## config.mk

```make
export PLATFORM = sky130hd
export DESIGN_NAME = dual_cmp_unit
export DESIGN_NICKNAME = d
export VERILOG_FILES = /design/src/rtl/dcu_pkg.sv /design/src/rtl/dcu_regs.sv /design/src/rtl/dcu_match.sv /design/src/rtl/dual_cmp_unit.sv
export SDC_FILE = /design/constraint.sdc
export NUM_CORES = 1
export LEC_CHECK = 0
export ABC_AREA = 1
export BUFFER_PORTS_ARGS = -buffer_cell sky130_fd_sc_hd__clkbuf_2
export CORE_MARGIN = 4
export CORE_UTILIZATION = 57
export CTS_CLUSTER_SIZE = 40
export DETAILED_ROUTE_END_ITERATION = 12
export GPL_ROUTABILITY_DRIVEN = 0
export GPL_TIMING_DRIVEN = 0
export PLACE_DENSITY = 0.86
export SLEW_MARGIN = 10
export SYNTH_ARGS = -nofsm -noshare
export SYNTH_HDL_FRONTEND = slang
export SYNTH_HIERARCHICAL = 1
export SYNTH_SLANG_ARGS = --single-unit
```

## constraint.sdc

```tcl
create_clock -name clk -period 1.8 [get_ports clk]
set_clock_uncertainty 0.2 [all_clocks]
set_input_delay 0.36 -clock clk [delete_from_list [all_inputs] [get_ports clk]]
set_output_delay 0.36 -clock clk [all_outputs]
set_load 0.03 [all_outputs]
```

## src/rtl/dcu_pkg.sv

```systemverilog
package dcu_pkg;
  localparam int unsigned NCH = 2;
  localparam int unsigned AW  = 2;
  typedef enum logic [AW-1:0] {
    ADDR_CMP0 = 2'd0,
    ADDR_CMP1 = 2'd1,
    ADDR_STAT = 2'd2,
    ADDR_NONE = 2'd3
  } reg_addr_e;
endpackage

```

## src/rtl/dcu_regs.sv

```systemverilog
module dcu_regs
  import dcu_pkg::*;
#(
  parameter int unsigned W = 16
) (
  input  logic          clk,
  input  logic          rst_n,
  input  logic          wr,
  input  logic [AW-1:0] addr,
  input  logic [W-1:0]  wdata,
  input  logic          cnt_en,
  output logic [W-1:0]  cmp [NCH],
  output logic          werr,
  output logic [W-1:0]  rdata
);
  logic wr_cmp;
  assign wr_cmp = wr && (addr == ADDR_CMP0 || addr == ADDR_CMP1);

  for (genvar i = 0; i < NCH; i++) begin : g_cmp
    always_ff @(posedge clk or negedge rst_n) begin
      if (!rst_n)                                  cmp[i] <= '0;
      else if (wr && !cnt_en && addr == AW'(i))    cmp[i] <= wdata;
    end
  end

  always_ff @(posedge clk or negedge rst_n) begin
    if (!rst_n)                                      werr <= 1'b0;
    else if (wr_cmp && cnt_en)                       werr <= 1'b1;
    else if (wr && addr == ADDR_STAT && wdata[0])    werr <= 1'b0;
  end

  always_comb begin
    unique case (reg_addr_e'(addr))
      ADDR_CMP0: rdata = cmp[0];
      ADDR_CMP1: rdata = cmp[1];
      ADDR_STAT: rdata = {{(W-1){1'b0}}, werr};
      default:   rdata = '0;
    endcase
  end
endmodule

```

## src/rtl/dcu_match.sv

```systemverilog
module dcu_match #(
  parameter int unsigned W = 16,
  parameter bit QUAL_UP = 1'b1
) (
  input  logic         clk,
  input  logic         rst_n,
  input  logic [W-1:0] cnt_val,
  input  logic         cnt_upd,
  input  logic         cnt_up,
  input  logic         dir_qual,
  input  logic [W-1:0] cmp,
  output logic         irq
);
  logic hit, dir_ok;
  assign dir_ok = !dir_qual || (cnt_up == QUAL_UP);
  assign hit    = cnt_upd && (cnt_val == cmp) && dir_ok;

  always_ff @(posedge clk or negedge rst_n) begin
    if (!rst_n) irq <= 1'b0;
    else        irq <= hit;
  end
endmodule

```

## src/rtl/dual_cmp_unit.sv

```systemverilog
module dual_cmp_unit
  import dcu_pkg::*;
#(
  parameter int unsigned W = 16
) (
  input  logic          clk,
  input  logic          rst_n,
  input  logic [W-1:0]  cnt_val,
  input  logic          cnt_upd,
  input  logic          cnt_up,
  input  logic          cnt_en,
  input  logic          mode_ctr,
  input  logic          mode_sel,
  input  logic          reg_wr,
  input  logic [AW-1:0] reg_addr,
  input  logic [W-1:0]  reg_wdata,
  output logic [W-1:0]  reg_rdata,
  output logic [NCH-1:0] irq
);
  logic [W-1:0] cmp [NCH];
  logic         werr;
  logic         dir_qual;

  assign dir_qual = mode_ctr && mode_sel;

  dcu_regs #(.W(W)) u_regs (
    .clk(clk), .rst_n(rst_n), .wr(reg_wr), .addr(reg_addr),
    .wdata(reg_wdata), .cnt_en(cnt_en), .cmp(cmp), .werr(werr),
    .rdata(reg_rdata)
  );

  for (genvar i = 0; i < NCH; i++) begin : g_ch
    dcu_match #(.W(W), .QUAL_UP(i == 0)) u_match (
      .clk(clk), .rst_n(rst_n), .cnt_val(cnt_val), .cnt_upd(cnt_upd),
      .cnt_up(cnt_up), .dir_qual(dir_qual), .cmp(cmp[i]), .irq(irq[i])
    );
  end
endmodule

```

# After elaboration in Yosys (flattened, before gate mapping)
# Index checks and enable logic that the tools add are counted.
# Widths: inputs -> output; s select.
# totals
register_bits	35
inputBits	42
output_inout_bits	18
elab_cells	32
# op_classes
eq_ne	4
muxes	3
bitwise	1
reduce_logical	19
# op_table
cell	n
$pmux 16 s3	1
$eq 16x16->1	2
$logic_and 1x1->1	12
$logic_or 1x1->1	3
$eq 2x1->1 const B	1
$eq 2x2->1 const B	1
$logic_not 1->1	2
$logic_not 2->1	1
$mux 1	2
$reduce_bool 2->1	1
$not 1->1	1

# Longest topological paths before layout
# Gate-level depths: netlist of the first run.
# logic_depth
depth_word	5
mapped_depth	9
mapped_depth_nobuf	9

# By module
# Netlist of the first run, hierarchy kept.
# modules_own_cells
mod	n_inst	cells_each	area_per_inst_um2	seq_area_each_um2
dcu_regs	1	204	1600.3	825.8
dcu_match at g_ch[1].u_match	1	65	302.8	25.0
dcu_match at g_ch[0].u_match	1	64	297.8	25.0
dual_cmp_unit	1	2	7.5	0.0

# Least setup slack after synthesis of the first run
# Ideal clock, no wire load.
# synth_timing
path_kind	input to output
start	in reg_addr[1]
end	out reg_rdata[0]
t_arrival_ns	1.010
required_time_ns	1.240
slack_ns	0.230
cell_stages	4
path_buffers	1
cell_sequence	nor2_4 > buf_2 > nand2_1 > nand3_1
# synth_via
elab_chain_len	2
word_cells_on_any_way	4
cone_classes	eq/ne: 2; mux: 1; reduce/logical: 1
# synth_rtl
item	line	text
from (decl)	dual_cmp_unit.sv:15	input logic [AW-1:0] reg_addr,
$eq 2x2->1, or another cell as far along	dcu_regs.sv:33	unique case (reg_addr_e'(addr))
$pmux 16 s3 (*)	dcu_regs.sv:33	
to (decl)	dual_cmp_unit.sv:17	output logic [W-1:0] reg_rdata,
# Every way passes the cells marked *; elsewhere a longest branch is shown, timed or not.

# Worst setup path after layout of the first run
# layout_timing
start	in reg_addr[0]
end	out reg_rdata[4]
# Same word-level chain as after synthesis.

==> summary.md, run 1 <==
| Metric | Value |
|---|---|
| Clk_lat worst skew | 290 ps |
| GRT Total Usage | 24.58% |
| Outcome | finished, violations left |
| Sequential share of power | 44.6% |
| Largest area contributor in the netlist | dfrtp_1 |
| Setup CP Type | in2out |
| CTS Buffer Depth | 2 |
| Period minus WS final | 1773 ps |
| CTS tree | done |
| Fin util | 73.23% |
| Number of global-route vias before repair | 2144 |
| Violated checks | negative hold slack |
| Internal Power | 1.536 mW |
| F_max | 563.9 MHz |
| Min Hold Slack | -21.76 ps |
| Commonest non-fill, non-tap cell in the layout | nand2_1 |
| 1st-iter DRT viols | 161 |
| Post-Route WL | 5789 microns |
| Maximum number of pins on one net before global-route repair | 36 |
| Synthesized cell area | 2208 sq um |
| Critical path's top delay family | buffers and inverters |
| Syn Inst Count | 335 |
| Slowest stage cell, crit path | buf_2 |
| Setup violators final | 0 |
| Power Density | 870.7 nW/um^2 |
| Leakage power | 1.677 nW |
| Reg clk slew, reported paths | 70 ps |
| Port bufs | 59 |
| Clock share of power | 26.5% |
| Root Driver | clkbuf_8 |
| WL/cell | 12.75 microns |
| Final Total Pwr | 2.370 mW |
| Number of library cell types mapped by synthesis | 17 |
| Sw Ratio | 35.18% |
| Top cells by area, synth | dfrtp_1, nand2_1, nand3_1, inv_1, xor2_1 |
| Hold Vio Cnt, Final | 35 |
| Cell Chain, Critical Path | clkbuf_2 -> inv_2 -> nor2_4 -> buf_6 -> nand2_1 -> nand2_1 -> buf_2 |
| TritonCTS buffer count | 5 |
| Core box area | 3716 sq um |
| Crit path capture type | output port |
| First-pass GRT wire length | 9611 microns |
| Critical path data required time | 1240 ps |
| Final worst setup slack | 26.55 ps |
| Setup WS pre-CTS | -132.4 ps |
| Mean post-synth cell area | 6.592 sq um |
| Area share of the largest cell type after synthesis | 39.66% |
| Max Cap Violations | 0 |
| Synth warnings | 6 |
| Initial antenna violation count | 0 |
| Initial core utilization | 59.43% |
| Peak supply drop | 0.0005140 V |
| CP arrival | 1210 ps |
| Clock Sinks | 35 |
| Via-to-Cell Ratio | 5.112 |
| # IOs | 60 |
| Setup TNS | 0 ps |
| Post-DP HPWL | 4287 microns |
| Most frequent cells in the layout | nand2_1, clkbuf_2, nand3_1 |
| Htree depth | 2 |
| Die H | 70.25 microns |
| Rows | 22 |
| Switch Pwr | 0.8336 mW |
| Fillers | 336 |
| Comb pwr share | 28.9% |
| Max FO, Critical Path | 10 |
| Routed Antenna Nets | 0 |
| Final period util | 98.52% |
| Seq/Total Area, Yosys | 39.66% |
| Gr ovfl total | 0 |
| Worst min-delay path category | in2async |
| Post-route DRC | 0 |
| Die W | 70.25 microns |
| Nets | 447 |
| Area grow syn2layout | 23.23% |
| Synthesized net count | 377 |
| Die area | 4934 sq um |
| Crit start category | input pin |
| Post-route cell area | 2721 sq um |
| Layout cell share with drive strength beyond 1 | 22.66% |
| Crit-path most repeated cell | nand2_1 |
| WP buf/inv | 4 |
| DP Area | 2564 sq um |
| CTS Hold Bufs | 0 |
| Drt pass-1 iters | 5 |
| Slew Viols, Final | 0 |
| Placed cell count | 442 |
| Yosys reg bits | 35 |
| # diodes | 0 |
| Non-filler cells, final | 454 |
| Vias | 2321 |
| Slew headroom | 41.56% |
| Actual slew at the worst max-slew pin | 876.7 ps |
| Crit-path max cell delay | 190 ps |
## what timing repair did
| item | 4_1_cts | 5_1_grt |
|---|---|---|
| setup buffers | 3 | 1 |
| setup endpoints to repair | 16 | 16 |
| hold endpoints to repair | 0 | 0 |
| gates resized for setup | 4 | 16 |
| pin swaps | 2 | 1 |
## synth_stat cells
cell type / n
buf_2: 3
nor2_4: 3
nand3_1: 36
inv_2: 5
o22ai_1: 4
nor3_1: 2
buf_4: 3
o21ai_0: 4
nor2_2: 1
inv_1: 32
nand2_1: 171
o21ai_1: 1
buf_6: 5
dfrtp_1: 35
xor2_1: 10
nand2_4: 2
nor2_1: 18
## power groups by stage
stage / registers [mW] / clock network (mW) / logic (mW)
2_1_floorplan: 1.04 / 0 / 0.462
3_3_place_gp: 1.07 / 0 / 0.649
3_5_place_dp: 1.07 / 0 / 0.664
4_1_cts: 1.06 / 0.632 / 0.675
5_1_grt: 1.08 / 0.659 / 0.776
6_report: 1.06 / 0.628 / 0.684
## worst register-to-register path, stage by stage (launching register included)
cell and delay (ps):
dfrtp_1 400, inv_1 50, nand2_1 50, nand2_1 40
nor2_1 140, nand2_1 70, nor2_1 130, nand2_1 80
nor2_2 100
## worst paths after layout
kind / start / slack, ps / cells after the start / to
min: rst_n / -20 / 1 / u_regs/cmp[24]
max: reg_addr[0] / 30 / 7 / reg_rdata[4]
max reg2reg: u_regs/cmp[15] / 460 / 8 / g_ch[1].u_match/irq
max in group asynchronous: rst_n / 870 / 1 / u_regs/werr
min in group clk: reg_wdata[5] / 110 / 3 / u_regs/cmp[21]
min reg2reg: u_regs/werr / 270 / 2 / u_regs/werr
## per-layer routing
layer | GRT usage (%) | routed length (microns) | vias up
met5 | 0 | 0 | -
met4 | 10.43 | 93 | 0
met3 | 4.029 | 517 | 9
met2 | 38.98 | 2705 | 116
met1 | 33.09 | 2473 | 1034
li1 | - | - | 1162
## layout make-up
cell class	instances	area, sq um	share of cell area (%)
plain buffers	11	106.4	3.908
clock buffers	8	100.1	3.678
inverters	37	138.9	5.103
multi-input cells	252	1100	40.41
flip-flops and latches	35	875.8	32.18
well taps	48	60.06	2.207
repair buffers	63	340.3	12.51
## flip-flops by register name (all words and copies together) (netlist names)
register          count
g_ch.u_match/irq      2
u_regs/werr           1
u_regs/cmp           32
## logic make-up (layout without fill, tap and decap cells)
logic type	count (synthesis)	in the layout	share of synthesized area, %
AND/OR/NAND/NOR	233	233	43.57
AO/OA/AOI/OAI	9	9	2.266
XOR/XNOR	10	10	3.966
flip-flops	35	35	39.66
buffers and inverters	48	119	10.54
(Power assumes the default switching activity.)
==> inputs of run 2 (changes only) <==
PLACE_DENSITY = default   (was 0.86)
PLACE_DENSITY_LB_ADDON = 0.3   (was default)
SETUP_SLACK_MARGIN = 0.3   (was default)
==> run 2 against run 1 <==
  * The run still ends with negative hold slack left
  * Via count grew 5.4%
  * Critical path depth decreased by 1
  * Combinational power grew 21%
  * Core utilization increased by 6.9 points
  * Register-to-register slack lost 30 ps
  * Sequential share of layout area fell by 2.8 points
  * Sequential power hardly changed
  * Fmax increased by 3.6%
  * Power is 2.9% higher
  * Highest routed layer unchanged
  * Wire length is 19% higher
==> summary.md, run 2 (same netlist as run 1, synthesis figures left out) <==
| Metric | Value |
|---|---|
| Post-Route WL | 6873 microns (+19%) |
| Max reg flops | 32 (unchanged) |
| Post-DP HPWL | 4448 microns (+3.8%) |
| Reg clk slew, reported paths | 60 ps (about the same) |
| Slew headroom | 40.71% (-0.85 points) |
| Most frequent cells in the layout | nand2_1, clkbuf_2, nand3_1, dfrtp_1, inv_1 |
| Initial antenna violation count | 0 (unchanged) |
| RSZ-0062 raised after global routing | true |
| Fin util | 80.13% (+6.9 points) |
| DR top layer | met4 |
| Core box area | 3716 sq um (unchanged) |
| Top Registers | u_regs/cmp (32), g_ch.u_match/irq (2), u_regs/werr (1) |
| CP arrival | 1150 ps (-60 ps) |
| Hold Vio Cnt, Final | 35 (unchanged) |
| Setup violators final | 0 (unchanged) |
| Initial core utilization | 59.43% (unchanged) |
| WL/cell | 15.14 microns (+19%) |
| # diodes | 0 (unchanged) |
| Final Total Pwr | 2.438 mW (+2.9%) |
| Met2 wire length | 3447 microns (+27%) |
| Crit start category | input pin |
| Die H | 70.25 microns (unchanged) |
| Clk_lat worst skew | 290 ps (about the same) |
| Die W | 70.25 microns (unchanged) |
| Post-route cell area | 2978 sq um (+9.4%) |
| Htree depth | 2 (unchanged) |
| Maximum number of pins on one net before global-route repair | 36 (unchanged) |
| Final worst setup slack | 88.25 ps (+61.70 ps) |
| Setup WS pre-CTS | -177.4 ps (-44.94 ps) |
| CTS Hold Bufs | 0 (unchanged) |
| Final period util | 95.10% (-3.4 points) |
| F_max | 584.2 MHz (+3.6%) |
| Min Hold Slack | -14.17 ps (+7.586 ps) |
| Rows | 22 (unchanged) |
| Violated checks | negative hold slack |
| TritonCTS buffer count | 5 (unchanged) |
| First-pass GRT wire length | 10620 microns (+10%) |
| Reg2reg setup slack | 430 ps (-30 ps) |
| 1st-iter DRT viols | 213 (+32%) |
| Reg2reg end | g_ch[1].u_match/irq |
| Vias | 2447 (+5.4%) |
| Worst reg2reg path depth | 7 (-1) |
| Number of global-route vias before repair | 2273 (+6.0%) |
| Nets | 449 (+0.45%) |
| Peak supply drop | 0.0005962 V (+16%) |
| Clock Sinks | 35 (unchanged) |
| Met3 Wirelength | 761 microns (+47%) |
| CTS tree | done |
| Post-route DRC | 0 (unchanged) |
| Via-to-Cell Ratio | 5.390 (+5.4%) |
| Area grow syn2layout | 34.84% |
| Actual slew at the worst max-slew pin | 889.4 ps (+12.73 ps) |
| Leakage power | 1.747 nW (+4.2%) |
| Outcome | finished, violations left |
| Power Density | 818.6 nW/um^2 (-6.0%) |
| Routed Antenna Nets | 0 (unchanged) |
| M1 WL | 2486 microns (+0.53%) |
| DP Area | 2606 sq um (+1.7%) |
| Max FO, Critical Path | 5 (-5) |
| Commonest non-fill, non-tap cell in the layout | nand2_1 |
| Drt pass-1 iters | 4 (-1) |
| Period minus WS final | 1712 ps (-61.70 ps) |
| Crit path capture type | output port |
| CTS Buffer Depth | 2 (unchanged) |
| GRT Total Usage | 27.71% (+3.1 points) |
| Reg2reg start | u_regs/cmp[2] |
| Die area | 4934 sq um (unchanged) |
| Gr ovfl total | 0 (unchanged) |
| Biggest register | u_regs/cmp |
| # IOs | 60 (unchanged) |
| Port bufs | 59 (unchanged) |
| Setup CP Type | in2out |
| Layout cell share with drive strength beyond 1 | 30.05% (+7.4 points) |
| Worst min-delay path category | in2async |
| Root Driver | clkbuf_8 |
| Max Cap Violations | 0 (unchanged) |
| Critical path data required time | 1240 ps (about the same) |
| Slew Viols, Final | 0 (unchanged) |
==> run 2: worst max-delay path by stage <==
stage | slack, ps | cells after the start | endpoint | startpoint
3_3_place_gp | -150 | 6 | reg_rdata[11] | reg_addr[1]
4_1_cts | 80 | 7 | reg_rdata[11] | reg_addr[0]
2_1_floorplan | 300 | 4 | reg_rdata[0] | reg_addr[1]
6_report | 90 | 6 | reg_rdata[11] | reg_addr[1]
3_5_place_dp | -180 | 6 | reg_rdata[6] | reg_addr[1]
5_1_grt | 50 | 6 | reg_rdata[7] | reg_addr[0]
==> run 2: power breakdown <==
part	internal (mW)	total (mW)	switching, mW
sequential	0.926	1.08	0.154
clock	0.258	0.528	0.270
combinational	0.353	0.831	0.478
==> run 2: what timing repair did <==
action / CTS / global route
resized for setup: 48 / 30
cloned: 1 / 0
pin swaps: 3 / 5
setup endpoints to repair: 16 / 16
setup buffers: 5 / 0
==> run 2: layout make-up <==
type	count	area, sq um
well taps	48	60.06
inverters	37	141.4
multi-input cells	252	1200
fillers	277	738.2
flip-flops and latches	35	875.8
plain buffers	11	113.9
repair buffers	65	514.2
clock buffers	6	72.57
==> run 2: metrics by stage <==
step / cells / TNS [ps]
finish: 454 / 0
global route: 454 / 0
CTS: 454 / 0
detailed placement: 442 / -2235
global placement: 442 / -2108
floorplan: 335 / 0
==> run 2: worst max-delay path, stage by stage <==
cell     delay [ps]
buf_4           130
nor2_4          210
buf_6           180
nand2_2          60
nand2_2          80
buf_8           120
==> run 2: per-layer routing <==
layer | global-route usage (%) | up-vias
met4 | 8.936 | 0
li1 | - | 1166
met5 | 0 | -
met1 | 34.22 | 1104
met3 | 8.921 | 22
met2 | 45.63 | 155
==> inputs of run 3 (changes only) <==
CORE_ASPECT_RATIO = 0.7   (was default)
HOLD_SLACK_MARGIN = 0.1   (was default)
==> run 3 against run 2 <==
  * The flow finishes with violations (negative hold slack, negative setup slack)
  * Via count is 11% higher
  * Combinational power is 9.0% higher
  * Die area is 0.31% higher
  * Register-to-register slack hardly changed
  * Hold slack worse by 17 ps
  * Clock-buffer cell count stayed put
  * Largest power group unchanged
==> summary.md, run 3 (same netlist as run 1, synthesis figures left out) <==
| Metric | Value |
|---|---|
| Die W | 82.40 microns (+17%) |
| Comb pwr share | 35.0% (+0.9 points) |
| Clock Sinks | 35 (unchanged) |
| First-pass GRT wire length | 11080 microns (+4.4%) |
| Switch Pwr | 0.9804 mW (+8.8%) |
| Crit start category | input pin |
| Initial antenna violation count | 0 (unchanged) |
| Post-route DRC | 0 (unchanged) |
| Port bufs | 59 (unchanged) |
| Layout cell share with drive strength beyond 1 | 29.95% (-0.096 points) |
| Slew headroom | 40.93% (+0.23 points) |
| CTS tree | done |
| Critical path data required time | 1240 ps (about the same) |
| Critical path's top delay family | buffers and inverters |
| Cell Chain, Critical Path | clkbuf_16 -> inv_4 -> nor2_4 -> buf_6 -> nand2_1 -> nand2_2 -> buf_8 |
| Final period util | 100.3% (+5.2 points) |
| Slowest stage cell, crit path | nor2_4 |
| Clk_lat worst skew | 300 ps (about the same) |
| Reg clk slew, reported paths | 70 ps (about the same) |
| Fillers | 177 (-36%) |
| TritonCTS buffer count | 5 (unchanged) |
| Die area | 4950 sq um (+0.31%) |
| Number of global-route vias before repair | 2339 (+2.9%) |
| WL/cell | 17.08 microns (+13%) |
| Leakage power | 1.869 nW (+7.0%) |
| Most frequent cells in the layout | nand2_1, clkbuf_2, nand3_1, dfrtp_1, inv_1 |
| Gr ovfl total | 0 (unchanged) |
| Violated checks | negative hold slack, negative setup slack |
| WP buf/inv | 4 (+1) |
| Drt pass-1 iters | 6 (+2) |
| Top Registers | u_regs/cmp (32), g_ch.u_match/irq (2), u_regs/werr (1) |
| Max Cap Violations | 0 (unchanged) |
| Via-to-Cell Ratio | 5.749 (+6.7%) |
| Setup violators final | 1 (+1) |
| F_max | 553.7 MHz (-5.2%) |
| Sw Ratio | 37.90% (+0.92 points) |
| Post-DP HPWL | 4608 microns (+3.6%) |
| Outcome | finished, violations left |
| Core box area | 3626 sq um (-2.4%) |
| Internal Power | 1.606 mW (+4.6%) |
| Post-Route WL | 8094 microns (+18%) |
| Crit-path max cell delay | 230 ps (+20 ps) |
| Power Density | 815.6 nW/um^2 (-0.37%) |
| Initial core utilization | 60.90% (+1.5 points) |
| Clock share of power | 22.8% (+1.2 points) |
| Max FO, Critical Path | 6 (+1) |
| Nets | 466 (+3.8%) |
| Biggest register | u_regs/cmp |
| CTS Hold Bufs | 8 (+8) |
| RSZ-0062 raised after global routing | true |
| Actual slew at the worst max-slew pin | 886.0 ps (-3.398 ps) |
| Root Driver | clkbuf_8 |
| Peak supply drop | 0.0009312 V (+56%) |
| Setup CP Type | in2out |
| Die H | 60.08 microns (-14%) |
| Vias | 2725 (+11%) |
| Htree depth | 2 (unchanged) |
| Setup TNS | -5.905 ps (-5.905 ps) |
| Final worst setup slack | -5.905 ps (-94.16 ps) |
| Area grow syn2layout | 43.63% |
| 1st-iter DRT viols | 473 (+120%) |
| GRT Total Usage | 31.34% (+3.6 points) |
| Max reg flops | 32 (unchanged) |
| CTS Buffer Depth | 2 (unchanged) |
| Slew Viols, Final | 0 (unchanged) |
| Crit path capture type | output port |
| # IOs | 60 (unchanged) |
| Rows | 18 (-18%) |
| Period minus WS final | 1806 ps (+94.16 ps) |
| Min Hold Slack | -31.11 ps (-16.94 ps) |
| Setup WS pre-CTS | -159.4 ps (+17.93 ps) |
| CP arrival | 1250 ps (+100 ps) |
| Worst min-delay path category | in2async |
| Hold Vio Cnt, Final | 35 (unchanged) |
| Sequential share of power | 42.1% (-2.2 points) |
| Maximum number of pins on one net before global-route repair | 36 (unchanged) |
| # diodes | 0 (unchanged) |
| Routed Antenna Nets | 0 (unchanged) |
| Commonest non-fill, non-tap cell in the layout | nand2_1 |
run 3: changes by cell type in the layout (fill, tap and decap cells not counted), moves of 4 or more:
| cell | change |
|---|---|
| buf_4 | +4 |
| nand2_2 | -11 |
| dlygate4sd3_1 | +8 |
| buf_6 | +7 |
| nand2_4 | +4 |
| nand2_1 | +7 |
run 3: per-layer routing:
metal  global-route usage, %  share of wire (%)  vias up
li1                        -                  -     1199
met1                   40.77                 37     1219
met2                   48.74                 44      250
met3                   6.928                 13       57
met4                   17.06                5.7        0
met5                       0                  0        -
run 3: cell type report:
class,count,area [sq um],area share (%)
Clock inverter,1,5.005,0.1578
Tap cell,50,62.56,1.972
Timing Repair Buffer,82,680.7,21.46
Multi-Input combinational cell,252,1202,37.91
Clock buffer,6,82.58,2.604
Buffer,11,121.4,3.826
Sequential cell,35,875.8,27.61
Inverter,37,141.4,4.458
run 3: power groups by stage:
stage / Clock [mW] / Sequential, mW / Combinational (mW)
floorplan: 0 / 1.04 / 0.478
global placement: 0 / 1.07 / 0.665
detailed placement: 0 / 1.08 / 0.684
CTS: 0.591 / 1.07 / 0.802
global route: 0.622 / 1.11 / 0.971
finish: 0.591 / 1.09 / 0.906
run 3: what timing repair did:
item,CTS,global route
buffers inserted,8,3
setup endpoints to repair,16,16
gates resized for setup,50,34
endpoints found under the hold margin,44,35
gates cloned,3,1
pin swaps,3,8
run 3: worst paths after layout:
check | start | endpoint | slack (ps) | depth (start not counted)
worst max register to register | u_regs/cmp[27] | g_ch[0].u_match/irq | 430 | 7
worst min-delay path | rst_n | u_regs/cmp[8] | -30 | 1
worst max-delay path | reg_addr[0] | reg_rdata[1] | -6 | 7
max in group asynchronous | rst_n | u_regs/cmp[2] | 880 | 1
worst min register to register | u_regs/werr | u_regs/werr | 280 | 2
min in group clk | reg_wdata[3] | u_regs/cmp[3] | 110 | 3
run 3: metrics by stage:
stage	power, mW	cells	hold slack [ps]	instance area (sq um)	util [%]
after global routing	2.702	474	27.44	3172	87.47
after global placement	1.735	444	258.1	2609	71.95
after CTS	2.460	470	-18.50	3063	84.47
after floorplan	1.518	335	-135.6	2251	-
final	2.587	474	-31.11	3172	87.47
after detailed placement	1.761	444	258.4	2609	71.95
